--- src/rtl/region_dec_pkg.sv ---
package region_dec_pkg;
  localparam int ADDR_W        = 32;
  localparam int PAGE_W        = 12;
  localparam int START_W       = ADDR_W - PAGE_W;
  localparam int N_RGN         = 4;
  localparam int BYTES_PER_RGN = 3;
  localparam int N_RGN_BYTES   = N_RGN * BYTES_PER_RGN;

  localparam logic [3:0] SZ_OFF = 4'h0;
  localparam logic [3:0] SZ_ALL = 4'hF;

  // config 0 / config 1 bit positions
  localparam int C0_V86_HOLE = 0;
  localparam int C0_LEG_HOLE = 1;
  localparam int C1_TYPE_LSB = 4;
  localparam int C1_SMM_EN   = 7;

  localparam logic [ADDR_W-1:0] LEG_LO = 32'h000A_0000;
  localparam logic [ADDR_W-1:0] LEG_HI = 32'h0010_0000;

  typedef struct packed {
    logic [START_W-1:0] start;
    logic [3:0]         size;
  } region_t;
endpackage

--- src/rtl/region_cfg_regs.sv ---
module region_cfg_regs
  import region_dec_pkg::*;
#(
  parameter int               IDX_W    = 8,
  parameter logic [IDX_W-1:0] CFG0_IDX = 8'hC0,
  parameter logic [IDX_W-1:0] CFG1_IDX = 8'hC1,
  parameter logic [IDX_W-1:0] RGN_IDX  = 8'hC4
) (
  input  logic                    clk_i,
  input  logic                    rst_ni,
  input  logic                    we_i,
  input  logic [IDX_W-1:0]        idx_i,
  input  logic [7:0]              wdata_i,
  output logic [7:0]              rdata_o,
  output logic [7:0]              cfg0_o,
  output logic [7:0]              cfg1_o,
  output region_t [N_RGN-1:0]     rgn_o
);
  localparam int OFF_W = $clog2(N_RGN_BYTES);

  logic [7:0]       cfg0_q, cfg1_q;
  logic [7:0]       rgn_q [N_RGN_BYTES];
  logic [IDX_W-1:0] rgn_off;
  logic [OFF_W-1:0] rgn_ptr;
  logic             rgn_sel;

  assign rgn_off = idx_i - RGN_IDX;
  assign rgn_ptr = rgn_off[OFF_W-1:0];
  assign rgn_sel = (idx_i >= RGN_IDX) && (rgn_off < IDX_W'(N_RGN_BYTES));

  always_ff @(posedge clk_i or negedge rst_ni) begin
    if (!rst_ni) begin
      cfg0_q <= '0;
      cfg1_q <= '0;
      for (int i = 0; i < N_RGN_BYTES; i++) rgn_q[i] <= '0;
    end else if (we_i) begin
      if (idx_i == CFG0_IDX)      cfg0_q <= wdata_i;
      else if (idx_i == CFG1_IDX) cfg1_q <= wdata_i;
      else if (rgn_sel)           rgn_q[rgn_ptr] <= wdata_i;
    end
  end

  always_comb begin
    rdata_o = '0;
    if (idx_i == CFG0_IDX)      rdata_o = cfg0_q;
    else if (idx_i == CFG1_IDX) rdata_o = cfg1_q;
    else if (rgn_sel)           rdata_o = rgn_q[rgn_ptr];
  end

  assign cfg0_o = cfg0_q;
  assign cfg1_o = cfg1_q;

  for (genvar g = 0; g < N_RGN; g++) begin : g_rgn
    assign rgn_o[g].start = {rgn_q[BYTES_PER_RGN*g],
                             rgn_q[BYTES_PER_RGN*g+1],
                             rgn_q[BYTES_PER_RGN*g+2][7:4]};
    assign rgn_o[g].size  = rgn_q[BYTES_PER_RGN*g+2][3:0];
  end
endmodule

--- src/rtl/region_hit.sv ---
module region_hit
  import region_dec_pkg::*;
(
  input  logic [ADDR_W-1:0] addr_i,
  input  region_t           rgn_i,
  output logic              hit_o
);
  // size code n keeps address bits [31 : 11+n]; lower bits are ignored (alignment)
  always_comb begin
    hit_o = 1'b0;
    if (rgn_i.size == SZ_ALL) begin
      hit_o = 1'b1;
    end else if (rgn_i.size != SZ_OFF) begin
      hit_o = 1'b1;
      for (int b = PAGE_W; b < ADDR_W; b++) begin
        if ((b >= PAGE_W - 1 + int'(rgn_i.size)) && (addr_i[b] != rgn_i.start[b-PAGE_W]))
          hit_o = 1'b0;
      end
    end
  end
endmodule

--- src/rtl/region_attr.sv ---
module region_attr
  import region_dec_pkg::*;
(
  input  logic [N_RGN-1:0]  hit_i,
  input  logic [7:0]        cfg0_i,
  input  logic [7:0]        cfg1_i,
  input  logic [ADDR_W-1:0] addr_i,
  input  logic              v86_mode_i,
  output logic              cacheable_o,
  output logic              wprot_o,
  output logic              smm_space_o
);
  logic [N_RGN-2:0] rgn_nc, rgn_wp;
  logic             smm_hit, leg_hole, v86_hole, non_cache;

  for (genvar g = 0; g < N_RGN - 1; g++) begin : g_type
    assign rgn_wp[g] = hit_i[g] &  cfg1_i[C1_TYPE_LSB+g];
    assign rgn_nc[g] = hit_i[g] & ~cfg1_i[C1_TYPE_LSB+g];
  end

  assign smm_hit  = hit_i[N_RGN-1] & cfg1_i[C1_SMM_EN];
  assign leg_hole = cfg0_i[C0_LEG_HOLE] && (addr_i >= LEG_LO) && (addr_i < LEG_HI);
  assign v86_hole = cfg0_i[C0_V86_HOLE] && v86_mode_i && (addr_i[19:16] == 4'h0);

  assign non_cache   = (|rgn_nc) | smm_hit | leg_hole | v86_hole;
  assign cacheable_o = ~non_cache;
  assign wprot_o     = (|rgn_wp) & ~non_cache;
  assign smm_space_o = smm_hit;
endmodule

--- src/rtl/region_cache_decoder.sv ---
module region_cache_decoder
  import region_dec_pkg::*;
#(
  parameter int               IDX_W    = 8,
  parameter logic [IDX_W-1:0] CFG0_IDX = 8'hC0,
  parameter logic [IDX_W-1:0] CFG1_IDX = 8'hC1,
  parameter logic [IDX_W-1:0] RGN_IDX  = 8'hC4
) (
  input  logic              clk_i,
  input  logic              rst_ni,
  input  logic              cfg_we_i,
  input  logic [IDX_W-1:0]  cfg_idx_i,
  input  logic [7:0]        cfg_wdata_i,
  output logic [7:0]        cfg_rdata_o,
  input  logic [ADDR_W-1:0] addr_i,
  input  logic              v86_mode_i,
  output logic              cacheable_o,
  output logic              wprot_o,
  output logic              smm_space_o
);
  logic [7:0]           cfg0, cfg1;
  region_t [N_RGN-1:0]  rgn;
  logic [N_RGN-1:0]     hit;

  region_cfg_regs #(
    .IDX_W(IDX_W), .CFG0_IDX(CFG0_IDX), .CFG1_IDX(CFG1_IDX), .RGN_IDX(RGN_IDX)
  ) u_regs (
    .clk_i   (clk_i),
    .rst_ni  (rst_ni),
    .we_i    (cfg_we_i),
    .idx_i   (cfg_idx_i),
    .wdata_i (cfg_wdata_i),
    .rdata_o (cfg_rdata_o),
    .cfg0_o  (cfg0),
    .cfg1_o  (cfg1),
    .rgn_o   (rgn)
  );

  for (genvar g = 0; g < N_RGN; g++) begin : g_hit
    region_hit u_hit (
      .addr_i (addr_i),
      .rgn_i  (rgn[g]),
      .hit_o  (hit[g])
    );
  end

  region_attr u_attr (
    .hit_i       (hit),
    .cfg0_i      (cfg0),
    .cfg1_i      (cfg1),
    .addr_i      (addr_i),
    .v86_mode_i  (v86_mode_i),
    .cacheable_o (cacheable_o),
    .wprot_o     (wprot_o),
    .smm_space_o (smm_space_o)
  );
endmodule

--- config.mk ---
export PLATFORM = sky130hd
export DESIGN_NAME = region_cache_decoder
export DESIGN_NICKNAME = d
export VERILOG_FILES = /design/src/rtl/region_dec_pkg.sv /design/src/rtl/region_cfg_regs.sv /design/src/rtl/region_hit.sv /design/src/rtl/region_attr.sv /design/src/rtl/region_cache_decoder.sv
export SDC_FILE = /design/constraint.sdc
export NUM_CORES = 1
export LEC_CHECK = 0
export BUFFER_PORTS_ARGS = -buffer_cell sky130_fd_sc_hd__buf_2
export CORE_MARGIN = 2
export CORE_UTILIZATION = 64
export DETAILED_ROUTE_END_ITERATION = 10
export GPL_ROUTABILITY_DRIVEN = 0
export PLACE_DENSITY = 0.9
export REMOVE_ABC_BUFFERS = 1
export SYNTH_ARGS = -nofsm -noshare
export SYNTH_HDL_FRONTEND = slang
export SYNTH_SLANG_ARGS = --single-unit
--- constraint.sdc ---
create_clock -name clk_i -period 4.75 [get_ports clk_i]
set_input_delay 0.95 -clock clk_i [delete_from_list [all_inputs] [get_ports clk_i]]
set_output_delay 0.95 -clock clk_i [all_outputs]
set_load 0.05 [all_outputs]
==> metrics.txt <==
status=completed; Synth Area in Adders=3.498%; R2R Path Start=u_regs.rgn_o[27]$_DFFE_PN0P_; Crit Path Category=flip-flop to primary output; initial antenna violation count=0; post-synthesis mux area share=24.22%; Critical Path RT=about 3.8 ns; critical path startpoint category=flip-flop; post-synthesis sequential area ratio=between 30% and 40%; post-synthesis cell type count=84; YS warnings=0; hold_buf cts=0; Slew HR=32.41%; Antenna Cells=0; core area=12,010 um^2; H-Tree Depth=3; FILL cells=835; Post-synth EDFFs=0; clock sink count=~110; Pins Over Slew Limit=0; GRT Util Overall=36.29%; Clock Path Buffers=2; final instance area=8362 um^2; Pleak=3.953 nW; XOR/XNOR share of the synthesized area=9.572%; die width=114.9 um; share of synthesized registers carrying an async set or reset=100.0%; r2r setup slk=3.60 ns; GRT overflow=0; critical path arrival=3.69 ns; Die Area=approximately 13,000 um^2; final hold violations=0; Synth Area in Compound Gates=12.93%; count leader, synth=dfrtp_1; initial core utilization=approximately two thirds; #FFs+latches synth=approximately 110; simple-gate share of the synthesized area=8.841%; CTS tree=yes; die height=114.9 um; power density over cell area=263.7 nW/um^2; leading area contributor after synthesis=dfrtp_1; Synth Area per Inst=10.79 um^2; worst slew pin tran=1.014 ns; proportion of layout cells with a drive suffix above 1=29.69%; Synth Cell Area=7869 um^2; Final ANT Viol Nets=0; area grow syn2layout=6.265%; vias in the first global route=between 6,000 and 7,000; DR vias=approximately 6,400; first-pass GRT wire length=35,310 um; largest family of logic cells by synthesized area=multiplexers; WHS Path Cells=1; worst hold margin=approximately 0.51 ns; DRT Pass-1 Iters=9; R2R cell count=1; TritonCTS Buffers=9; initial DRC count=1,333; Final period util=97.77%; Setup Skew=0 ns; Worst Hold Path EP=u_regs.cfg1_o[2]$_DFFE_PN0P_; worst r2r dst=u_regs.rgn_o[27]$_DFFE_PN0P_; total power=0.002205 W; # IOs=63; worst hold path type=flip-flop to flip-flop; Setup WS pre-CTS=0.4048 ns; Root Driver=clkbuf_16; fmax=215.3 MHz; Area after DPL=8048 um^2; DR WL/cell=26.14 um; largest net degree at the start of global routing=78; Final HPWL DP=16,080 um; endpoint class of the critical path=primary output; Tmin final=approximately 4.6 ns; row cnt=40; most frequent cells after synthesis=dfrtp_1, mux2_2, xor2_1; vias per cell=between 7 and 8; CP max FO=13; final net count=810; Yosys top cell area share=35.62%; max_cap viols=0; IO Port Bufs=50; HP Start=u_regs.cfg1_o[2]$_DFFE_PN0P_; drt total wl=23,220 um; Final setup viols=0; DRC=0; Worst VDD drop=~0.29 mV; leading post-synthesis cells by cell area=dfrtp_1, mux2_2, mux4_2, xor2_1, ha_1; post-synthesis cell count=729; worst skew pair latency=0.36 ns; Clock transition at path regs=roughly 0.080 ns; final setup margin=0.1059 ns; Synth Flop Type=dfrtp_1
worst max-delay path, stage by stage (launching register included):
cell	delay, ns
dfrtp_2	0.50
inv_1	0.12
ha_1	0.37
or3_4	0.42
o21ai_1	0.25
a31oi_1	0.13
a2111o_1	0.46
nor4_4	0.23
buf_4	0.20
o21ai_2	0.06
a211oi_2	0.25
buf_2	0.31
layout by cell type (no fill, tap or decap), types with 3 or more instances in the layout:
cell type and n:
a21oi_1 20, a222oi_1 8, a22oi_1 4, a31oi_1 7, and2_1 7, and3_1 4, buf_2 49, buf_4 5
clkbuf_1 3, clkbuf_16 9, dfrtp_1 110, ha_1 21, inv_1 37, mux2_2 111, mux2i_1 10, mux4_2 23
nand2_1 36, nand2b_1 5, nand3_1 6, nand4_1 6, nor2_1 16, nor2b_1 9, nor3_1 6, nor4_1 8
o2111ai_1 4, o211ai_1 7, o21a_1 4, o21ai_0 37, o22ai_1 6, o31ai_1 4, xnor2_1 30, xor2_1 56
routing by layer:
metal	global-route usage [%]	vias up	wire, um
met1	45.35	3068	8159
li1	-	2683	-
met5	0	-	0
met4	18.71	0	1363
met3	14.87	124	3262
met2	54.43	477	10430
layout make-up:
type | instances | area [um^2] | area share (%)
clock inverter | 2 | 37.54 | 0.4489
sequential | 112 | 2805 | 33.55
inverter | 37 | 138.9 | 1.661
multi-input combinational | 522 | 4649 | 55.60
timing repair buffer | 54 | 282.8 | 3.382
tap | 147 | 183.9 | 2.200
clock buffer | 14 | 264.0 | 3.157
stage by stage:
step | TNS [ns] | utilization, % | std cells
final | 0 | 69.61 | 888
after floorplan | 0 | - | 671
after CTS | 0 | 69.51 | 887
after global placement | 0 | 67.00 | 871
after global routing | -0.03876 | 69.61 | 888
after detailed placement | 0 | 67.00 | 871
worst max path at each step:
stage	slack, ns	to	start	depth (start not counted)
3_3_place_gp	0.53	wprot_o	u_regs.rgn_o[24]$_DFFE_PN0P_	10
3_5_place_dp	0.40	wprot_o	u_regs.rgn_o[24]$_DFFE_PN0P_	10
2_1_floorplan	0.63	wprot_o	u_regs.rgn_o[24]$_DFFE_PN0P_	9
6_report	0.11	wprot_o	u_regs.rgn_o[25]$_DFFE_PN0P_	11
5_1_grt	-0.04	wprot_o	u_regs.rgn_o[24]$_DFFE_PN0P_	11
4_1_cts	0.002	wprot_o	u_regs.rgn_o[24]$_DFFE_PN0P_	10
kinds of logic after synthesis:
group                    count (synthesis)
XOR/XNOR                                86
flip-flops                             112
AO/OA/AOI/OAI                          145
AND/OR/NAND/NOR                        123
multiplexers                           146
buffers and inverters                   95
adder cells (fa/ha/maj)                 22
flip-flops by register name, indices dropped and copies added, names as in the netlist:
name / cells
u_regs.cfg0_o: 8
u_regs.cfg1_o: 8
u_regs.rgn_o: 96
where the power goes:
part | internal, W | switching (W)
clock | 0.000439 | 0.000348
combinational | 0.000147 | 0.000219
sequential | 0.000993 | 0.0000588
total | 0.00158 | 0.000626
repair_timing:
item	4_1_cts	5_1_grt
endpoints found under the hold margin	0	0
buffers inserted	0	1
gates resized for setup	0	4
endpoints found under the setup margin	0	2
No activity file was read; power rests on OpenSTA's default activity.
